$ cat src/rtl/thmon_pkg.sv
package thmon_pkg;

    localparam int ST_W = 6;

    localparam int B_HOT  = 0;
    localparam int B_COLD = 1;
    localparam int B_UPR  = 2;
    localparam int B_LWR  = 3;
    localparam int B_RSV  = 4;
    localparam int B_N2H  = 5;

    typedef enum logic [2:0] {
        SEL_UPR  = 3'd0,
        SEL_LWR  = 3'd1,
        SEL_HOT  = 3'd2,
        SEL_N2H  = 3'd3,
        SEL_COLD = 3'd4,
        SEL_IEN  = 3'd5,
        SEL_CLR  = 3'd6
    } sel_e;

    localparam logic [ST_W-1:0] ST_USED = ST_W'(6'b101111);

endpackage

$ cat src/rtl/thmon_cfg.sv
module thmon_cfg
    import thmon_pkg::*;
#(
    parameter int CODE_W = 12
) (
    input  logic              clk,
    input  logic              rst_n,
    input  logic              wr_en,
    input  logic [2:0]        wr_addr,
    input  logic [CODE_W-1:0] wr_data,
    output logic [CODE_W-1:0] upr_lim,
    output logic [CODE_W-1:0] lwr_lim,
    output logic [CODE_W-1:0] hot_lim,
    output logic [CODE_W-1:0] n2h_eff,
    output logic [CODE_W-1:0] cold_lim,
    output logic [ST_W-1:0]   ien
);

    localparam logic [CODE_W-1:0] CODE_MAX = {CODE_W{1'b1}};

    typedef struct packed {
        logic [CODE_W-1:0] upr;
        logic [CODE_W-1:0] lwr;
        logic [CODE_W-1:0] hot;
        logic [CODE_W-1:0] n2h;
        logic [CODE_W-1:0] cold;
        logic              n2h_set;
        logic [ST_W-1:0]   ien;
    } cfg_t;

    cfg_t cfg_d, cfg_q;

    always_comb begin
        cfg_d = cfg_q;
        if (wr_en) begin
            case (sel_e'(wr_addr))
                SEL_UPR:  cfg_d.upr  = wr_data;
                SEL_LWR:  cfg_d.lwr  = wr_data;
                SEL_HOT:  cfg_d.hot  = wr_data;
                SEL_N2H: begin
                    cfg_d.n2h     = wr_data;
                    cfg_d.n2h_set = 1'b1;
                end
                SEL_COLD: cfg_d.cold = wr_data;
                SEL_IEN:  cfg_d.ien  = wr_data[ST_W-1:0] & ST_USED;
                default:  ;
            endcase
        end
    end

    always_ff @(posedge clk or negedge rst_n) begin
        if (!rst_n) begin
            cfg_q.upr     <= CODE_MAX;
            cfg_q.lwr     <= '0;
            cfg_q.hot     <= CODE_MAX;
            cfg_q.n2h     <= '0;
            cfg_q.cold    <= '0;
            cfg_q.n2h_set <= 1'b0;
            cfg_q.ien     <= '0;
        end else begin
            cfg_q <= cfg_d;
        end
    end

    assign upr_lim  = cfg_q.upr;
    assign lwr_lim  = cfg_q.lwr;
    assign hot_lim  = cfg_q.hot;
    assign n2h_eff  = cfg_q.n2h_set ? cfg_q.n2h : cfg_q.cold;
    assign cold_lim = cfg_q.cold;
    assign ien      = cfg_q.ien;

endmodule

$ cat src/rtl/thmon_cmp.sv
module thmon_cmp
    import thmon_pkg::*;
#(
    parameter int CODE_W = 12
) (
    input  logic [CODE_W-1:0] code,
    input  logic [CODE_W-1:0] upr_lim,
    input  logic [CODE_W-1:0] lwr_lim,
    input  logic [CODE_W-1:0] hot_lim,
    input  logic [CODE_W-1:0] n2h_eff,
    input  logic [CODE_W-1:0] cold_lim,
    output logic [ST_W-1:0]   hits
);

    logic [CODE_W-1:0] hot_lvl;
    logic              hot_hit;

    always_comb begin
        hot_lvl = (hot_lim > n2h_eff) ? hot_lim : n2h_eff;
        hot_hit = code > hot_lvl;
        hits          = '0;
        hits[B_HOT]   = hot_hit;
        hits[B_N2H]   = hot_hit;
        hits[B_COLD]  = code < cold_lim;
        hits[B_UPR]   = code > upr_lim;
        hits[B_LWR]   = code < lwr_lim;
        hits[B_RSV]   = 1'b0;
    end

endmodule

$ cat src/rtl/thmon_top.sv
module thmon_top
    import thmon_pkg::*;
#(
    parameter int CODE_W = 12
) (
    input  logic              clk,
    input  logic              rst_n,
    input  logic              sample_valid,
    input  logic [CODE_W-1:0] sample_code,
    input  logic              wr_en,
    input  logic [2:0]        wr_addr,
    input  logic [CODE_W-1:0] wr_data,
    output logic [ST_W-1:0]   status_o,
    output logic              irq_o
);

    typedef struct packed {
        logic [ST_W-1:0] status;
    } st_t;

    st_t st_d, st_q;

    logic [CODE_W-1:0] upr_lim, lwr_lim, hot_lim, n2h_eff, cold_lim;
    logic [ST_W-1:0]   ien, hits, set_v, clr_v;

    thmon_cfg #(.CODE_W(CODE_W)) u_cfg (
        .clk      (clk),
        .rst_n    (rst_n),
        .wr_en    (wr_en),
        .wr_addr  (wr_addr),
        .wr_data  (wr_data),
        .upr_lim  (upr_lim),
        .lwr_lim  (lwr_lim),
        .hot_lim  (hot_lim),
        .n2h_eff  (n2h_eff),
        .cold_lim (cold_lim),
        .ien      (ien)
    );

    thmon_cmp #(.CODE_W(CODE_W)) u_cmp (
        .code     (sample_code),
        .upr_lim  (upr_lim),
        .lwr_lim  (lwr_lim),
        .hot_lim  (hot_lim),
        .n2h_eff  (n2h_eff),
        .cold_lim (cold_lim),
        .hits     (hits)
    );

    always_comb begin
        set_v = sample_valid ? hits : '0;
        clr_v = (wr_en && sel_e'(wr_addr) == SEL_CLR) ? wr_data[ST_W-1:0] : '0;
        st_d.status = ((st_q.status & ~clr_v) | set_v) & ST_USED;
    end

    always_ff @(posedge clk or negedge rst_n) begin
        if (!rst_n) begin
            st_q <= '0;
        end else begin
            st_q <= st_d;
        end
    end

    assign status_o = st_q.status;
    assign irq_o    = |(st_q.status & ien);

endmodule

$ cat config.mk
export PLATFORM = sky130hd
export DESIGN_NAME = thmon_top
export DESIGN_NICKNAME = d
export VERILOG_FILES = /design/src/rtl/thmon_pkg.sv /design/src/rtl/thmon_cfg.sv /design/src/rtl/thmon_cmp.sv /design/src/rtl/thmon_top.sv
export SDC_FILE = /design/constraint.sdc
export NUM_CORES = 1
export LEC_CHECK = 0
export ABC_AREA = 1
export CAP_MARGIN = 20
export CORE_MARGIN = 1
export CORE_UTILIZATION = 61
export CTS_CLUSTER_SIZE = 12
export DETAILED_ROUTE_END_ITERATION = 7
export PLACE_DENSITY = 0.83
export SLEW_MARGIN = 20
export SYNTH_ARGS = -nofsm -noshare
export SYNTH_HDL_FRONTEND = slang
export SYNTH_SLANG_ARGS = --single-unit
$ cat constraint.sdc
create_clock -name clk -period 6.83 [get_ports clk]
set_input_delay 1.366 -clock clk [delete_from_list [all_inputs] [get_ports clk]]
set_output_delay 1.366 -clock clk [all_outputs]
set_load 0.005 [all_outputs]
==> impl_metrics.json, run 1 <==
{
  "status": "complete, no violations",
  "clockRootBuffer": "clkbuf_8",
  "wl_per_cell_um": 14.9,
  "slew_headroom": 0.397,
  "ctsHoldBuffers": 0,
  "vdd_drop_max_mv": 0.162,
  "drive_above_1_share": 0.0877,
  "synth_compound_area_frac": 0.139,
  "synth_enable_flop_cells": 0,
  "io-pin-count": 38,
  "required_ps": 7070,
  "synth-xor-area-share": 0,
  "grt_max_degree": 72,
  "routed_via_density": 5.45,
  "post_cts_buffers": 0,
  "path_clk_slew_ps": 80,
  "crit_type": "flip-flop to flip-flop",
  "dp_hpwl_um": 7690,
  "reg2reg_slack_ps": 3550,
  "holdPathStages": 2,
  "fmax_ghz": 0.305,
  "hp-class": "flip-flop to flip-flop",
  "drt_iter0_drc": 219,
  "vias": 3816,
  "gp_congestion": 0.849,
  "ys.flop_type": "dfrtp_1",
  "fin_nets": 688,
  "clk_latency_ps": 360,
  "synth_fa_ha_area_frac": 0.163,
  "clock_sink_count": 71,
  "syn_avg_cell_area_um2": 7.86,
  "dr.pass1.iters": 6,
  "ctsHtreeMaxLevel": 3,
  "grt_usage": 0.299,
  "routed_wl_um": 10400,
  "synth.most_common_cell": "nand2_1",
  "clockBufferDepth": 2,
  "yosys.area.top_type": "dfrtp_1",
  "syn-num-nets": 656,
  "ant_nets": 0,
  "critPathMaxFanout": 24,
  "antenna_found_initial": 0,
  "p_leak_nw": 2.53,
  "tightest_slew_ps": 905,
  "synth_mux_area_frac": 0,
  "cts_tree": "yes",
  "rsz0062_at_grt": "false",
  "synth_top_family_by_area": "simple AND/OR/NAND/NOR gates",
  "arrival_ps": 3520,
  "hold_viol_final": 0,
  "cts_inserted_buffers": 9,
  "grt_pass1_wl_um": 17100,
  "dieArea_um2": 7650,
  "coreArea_um2": 6940,
  "ys_top_cells_by_area": "dfrtp_1 26%, ha_1 16%, nand2_1 15%",
  "yosys_warnings": 0,
  "drc_errors": 0,
  "power.density_nw_per_um2": 292,
  "synthCells": 567,
  "min_to": "u_cfg.upr_lim[2]",
  "post_cts_resized": 0,
  "n_fill_cell": 532,
  "grt_overflow": 0,
  "yosysSeqAreaShare": 0.405,
  "die_w_um": 87.5,
  "setup_violations": 0,
  "fp-row-count": 30,
  "synth_top_area_frac": 0.264,
  "synthSimpleGateAreaFrac": 0.204,
  "n_antenna_cell": 0,
  "ys_async_sr_fraction": 1.00,
  "drv_cap": 0,
  "hold_start": "u_cfg.upr_lim[2]",
  "r2r_end": "status_o[0]",
  "areaGrowthSynthToFinish_pct": 14.3,
  "cp-start-kind": "flip-flop",
  "endpoint_kind": "flip-flop",
  "worstRegToRegCells": 16,
  "syn_area_um2": 4460,
  "r2r_start": "u_cfg.cfg_q[6]",
  "finalCritPeriodShare": 0.480,
  "final_max_slew_viol_count": 0,
  "port_buffers": 36,
  "synth.distinct_cells": 31,
  "initial_core_util": 0.642,
  "post-route-min-period_ps": 3280,
  "multiInputGateArea_um2": 2260,
  "total_power_mw": 1.49,
  "final-seq-area_um2": 1810,
  "fp.dieH_um": 87.5,
  "synth_seq_cells": 71,
  "grt_pass1_vias": 3706,
  "skew_ps": 9.36,
  "tns_ps": 0,
  "ys_top_cells_by_count": "173 x nand2_1, 79 x inv_1, 71 x o21ai_0, 58 x ha_1, 47 x dfrtp_1"
}
-- worst max path at each step --
stage / from / endpoint / slack, ps / cells after the start
final: u_cfg.cfg_q[6] / status_o[0] / 3550 / 16
after global routing: u_cfg.cfg_q[6] / status_o[0] / 3260 / 21
after CTS: u_cfg.cfg_q[6] / status_o[0] / 3600 / 21
after detailed placement: u_cfg.cfg_q[6] / status_o[0] / 3640 / 21
after global placement: u_cfg.cfg_q[6] / status_o[5] / 3740 / 19
after floorplan: u_cfg.cfg_q[6] / status_o[0] / 4200 / 20
-- metrics by stage --
step,worst slack [ps],cells,cell area (um2),hold slack (ps),util
finish,3550,700,5100,480,0.734
global route,3260,700,5100,501,0.734
detailed placement,3640,684,4850,468,0.699
CTS,3600,700,5100,483,0.734
floorplan,4200,567,4460,448,-
global placement,3740,684,4850,462,0.699
-- placed cells by master (no fill, tap or decap), drive strengths merged, types with 15 or more instances in the layout --
master	n
o21ai	87
ha	58
nor2	15
dfstp	24
a21oi	25
dfrtp	47
nand2	177
inv	80
clkdlybuf4s50	35
nand3	21
-- metal layers --
metal  global-route usage  share of wire
met5                    0              0
met3               0.0654          0.056
met2                0.484           0.46
met4                0.124          0.028
met1                0.389           0.45
-- state kept, by name, summed over array words and instances (netlist names) --
name	count
u_cfg.hot_lim	12
u_cfg.upr_lim	12
u_cfg.lwr_lim	12
u_cfg.ien	5
status_o	5
u_cfg.cfg_q	13
u_cfg.cold_lim	12
-- logic make-up (layout without fill, tap and decap cells) --
| family | count (synthesis) | count (layout) |
|---|---|---|
| flops | 71 | 71 |
| fa+ha+maj | 58 | 58 |
| other cells | 1 | 1 |
| compound gates | 120 | 120 |
| simple gates | 221 | 221 |
| buf+inv | 96 | 133 |
-- where the power goes --
| part | leakage, nW | internal (mW) | switching [mW] |
|---|---|---|---|
| Combinational | 1.60 | 0.206 | 0.300 |
| Sequential | 0.822 | 0.517 | 0.0500 |
| Clock | 0.112 | 0.243 | 0.170 |
-- critical path, cell delays in order (launching register included) --
cell	delay, ps
dfrtp_1	390
inv_2	260
o21ai_0	210
ha_1	340
nand4_1	140
nor3_2	140
nand2_1	300
nand2_2	320
nand2_1	90
nand2_1	90
ha_1	250
a21oi_1	170
o21ai_0	140
nand2_1	100
nand3_1	70
nand2_1	80
nand2_1	60
-- layout make-up --
type / count / share of cell area
Clock buffer: 9 / 0.0243
Tap cell: 96 / 0.0236
Multi-Input combinational cell: 400 / 0.444
Sequential cell: 71 / 0.355
Inverter: 80 / 0.0589
Timing Repair Buffer: 37 / 0.0712
Clock inverter: 7 / 0.0238
Power figures use the tool's default switching activity.
==> run 2: changes to the inputs <==
--- a/config.mk
+++ b/config.mk
@@ -8,10 +8,10 @@
 export ABC_AREA = 1
 export CAP_MARGIN = 20
 export CORE_MARGIN = 1
-export CORE_UTILIZATION = 61
+export CORE_UTILIZATION = 59
 export CTS_CLUSTER_SIZE = 12
 export DETAILED_ROUTE_END_ITERATION = 7
-export PLACE_DENSITY = 0.83
+export PLACE_DENSITY = 0.81
 export SLEW_MARGIN = 20
 export SYNTH_ARGS = -nofsm -noshare
 export SYNTH_HDL_FRONTEND = slang
==> constraint.sdc (replaced) <==
create_clock -name clk -period 3.1 [get_ports clk]
set_input_delay 0.62 -clock clk [delete_from_list [all_inputs] [get_ports clk]]
set_output_delay 0.62 -clock clk [all_outputs]
set_load 0.005 [all_outputs]
==> run 2 against run 1 <==
Effect of this change: total power grew 120%; count of clock-buffer cells in the layout grew 2; via count grew 4.9%; critical path type unchanged.
==> impl_metrics.json, run 2 (same netlist as run 1, synthesis figures left out) <==
{
  "worstRegToRegCells": 20,
  "ctsHtreeMaxLevel": 3,
  "tightest_slew_ps": 712,
  "dp_hpwl_um": 8000,
  "dr.pass1.iters": 5,
  "skew_ps": 8.32,
  "hold_viol_final": 0,
  "setup_violations": 0,
  "grt_overflow": 0,
  "drv_cap": 0,
  "routed_via_density": 5.62,
  "n_antenna_cell": 0,
  "clockBufferDepth": 2,
  "pwr-share-seq": 0.381,
  "grt_pass1_wl_um": 17500,
  "tns_ps": 0,
  "r2r_end": "status_o[5]",
  "coreArea_um2": 7290,
  "vias": 4002,
  "grt_max_degree": 27,
  "ctsHoldBuffers": 0,
  "p_sw_mw": 1.18,
  "clk_latency_ps": 350,
  "critPathMaxFanout": 12,
  "endpoint_kind": "flip-flop",
  "largest_register_ffs": 13,
  "fmax_ghz": 0.340,
  "arrival_ps": 3180,
  "post-route-min-period_ps": 2950,
  "p_clk_frac": 0.261,
  "wl_per_cell_um": 15.5,
  "grt_usage": 0.299,
  "areaGrowthSynthToFinish_pct": 16.9,
  "post-route-util": 0.714,
  "routed_wl_um": 11100,
  "status": "complete, no violations",
  "port_buffers": 36,
  "layout_commonest_cell": "nand2_1",
  "crit_type": "flip-flop to flip-flop",
  "cp-start-kind": "flip-flop",
  "drt_iter0_drc": 308,
  "drive_above_1_share": 0.113,
  "clock_sink_count": 71,
  "initial_core_util": 0.611,
  "finalCritPeriodShare": 0.950,
  "final_max_slew_viol_count": 0,
  "slew_headroom": 0.524,
  "die_w_um": 88.9,
  "power.density_nw_per_um2": 636,
  "required_ps": 3340,
  "fin_ws_ps": 155,
  "drc_errors": 0,
  "fp.dieH_um": 88.9,
  "r2r_start": "u_cfg.cfg_q[6]",
  "reg2reg_slack_ps": 150,
  "switching_share": 0.357,
  "combPwrFrac": 0.358,
  "final_cell_mix": "171 x nand2_1, 79 x inv_1, 63 x o21ai_0",
  "antenna_found_initial": 0,
  "intPower_mw": 2.13,
  "p_leak_nw": 2.61,
  "hp-class": "input pin to asynchronous set/reset pin",
  "fin_nets": 697,
  "path_clk_slew_ps": 80,
  "dieArea_um2": 7910,
  "dp_slack_ps": -12.3,
  "ant_nets": 0,
  "cts_tree": "yes",
  "io-pin-count": 38,
  "vdd_drop_max_mv": 0.322,
  "cts_inserted_buffers": 9,
  "grt_pass1_vias": 3786,
  "fp-row-count": 31,
  "regMostFlops": "u_cfg.cfg_q",
  "clockRootBuffer": "clkbuf_8",
  "gp_congestion": 0.896
}
-- run 2: cell types whose count changed in the layout (fill, tap and decap cells not counted), moves of 2 or more --
| cell | delta |
|---|---|
| nor2_1 | -2 |
| buf_4 | +5 |
| nand2_1 | -2 |
| o21ai_1 | +7 |
| clkbuf_8 | +2 |
| o21ai_0 | -8 |
| nor2_2 | +2 |
-- run 2: power groups by stage --
stage / combinational (mW) / clock [mW] / sequential, mW
6_report: 1.19 / 0.865 / 1.26
5_1_grt: 1.36 / 0.913 / 1.28
4_1_cts: 1.09 / 0.869 / 1.26
3_5_place_dp: 1.08 / 0 / 1.27
3_3_place_gp: 1.02 / 0 / 1.26
2_1_floorplan: 0.801 / 0 / 1.23
-- run 2: cell type report --
type | count | area, um2
Clock buffer | 11 | 151
Multi-Input combinational cell | 402 | 2330
Timing Repair inverter | 2 | 15.0
Timing Repair Buffer | 42 | 400
Fill cell | 586 | 2080
Clock inverter | 5 | 80.1
Tap cell | 99 | 124
Inverter | 80 | 305
Sequential cell | 71 | 1810
-- run 2: how the worst max path moves through the flow --
stage	slack, ps	cells past startpoint	from	end
2_1_floorplan	470	20	u_cfg.cfg_q[6]	status_o[0]
3_5_place_dp	-10	19	u_cfg.cfg_q[6]	status_o[5]
3_3_place_gp	140	19	u_cfg.cfg_q[6]	status_o[0]
4_1_cts	40	19	u_cfg.cfg_q[6]	status_o[5]
5_1_grt	-40	20	u_cfg.cfg_q[6]	status_o[5]
6_report	150	20	u_cfg.cfg_q[6]	status_o[5]
-- run 2: worst max-delay path, stage by stage (launching register included) --
cell and delay, ps:
dfrtp_2 490, clkinv_4 110, nand2_1 70, o21ai_1 110, ha_1 320, nand4_1 170
nor2_1 180, nand2_2 100, nand3_4 140, nand2_8 90, nand2_1 60, nand2_1 60
ha_1 290, nand2_1 90, nor2_1 120, and2_4 150, nand2_1 40, nand2_1 50
inv_1 40, nand2_1 80, nand2_1 60
-- run 2: per-stage QoR --
step / instances / cell area (um2) / power, mW / hold slack [ps]
after floorplan: 567 / 4460 / 2.03 / 324
after global placement: 689 / 4870 / 2.28 / 465
after detailed placement: 689 / 4870 / 2.35 / 470
after CTS: 705 / 5100 / 3.21 / 278
after global routing: 712 / 5210 / 3.56 / 288
final: 712 / 5210 / 3.31 / 257
-- run 2: metal layers --
layer	vias to the layer above	global-route usage	wire, um	share of wire
met5	-	0	0	0
met4	0	0.104	287	0.026
met3	37	0.0600	597	0.054
met2	144	0.503	5330	0.48
met1	1899	0.386	4860	0.44
li1	1922	-	-	-
-- run 2: repair_timing --
item,CTS,global route
gates cloned,0,4
buffers inserted,0,3
setup endpoints to repair,2,2
gates resized for setup,1,26
pin swaps,0,8
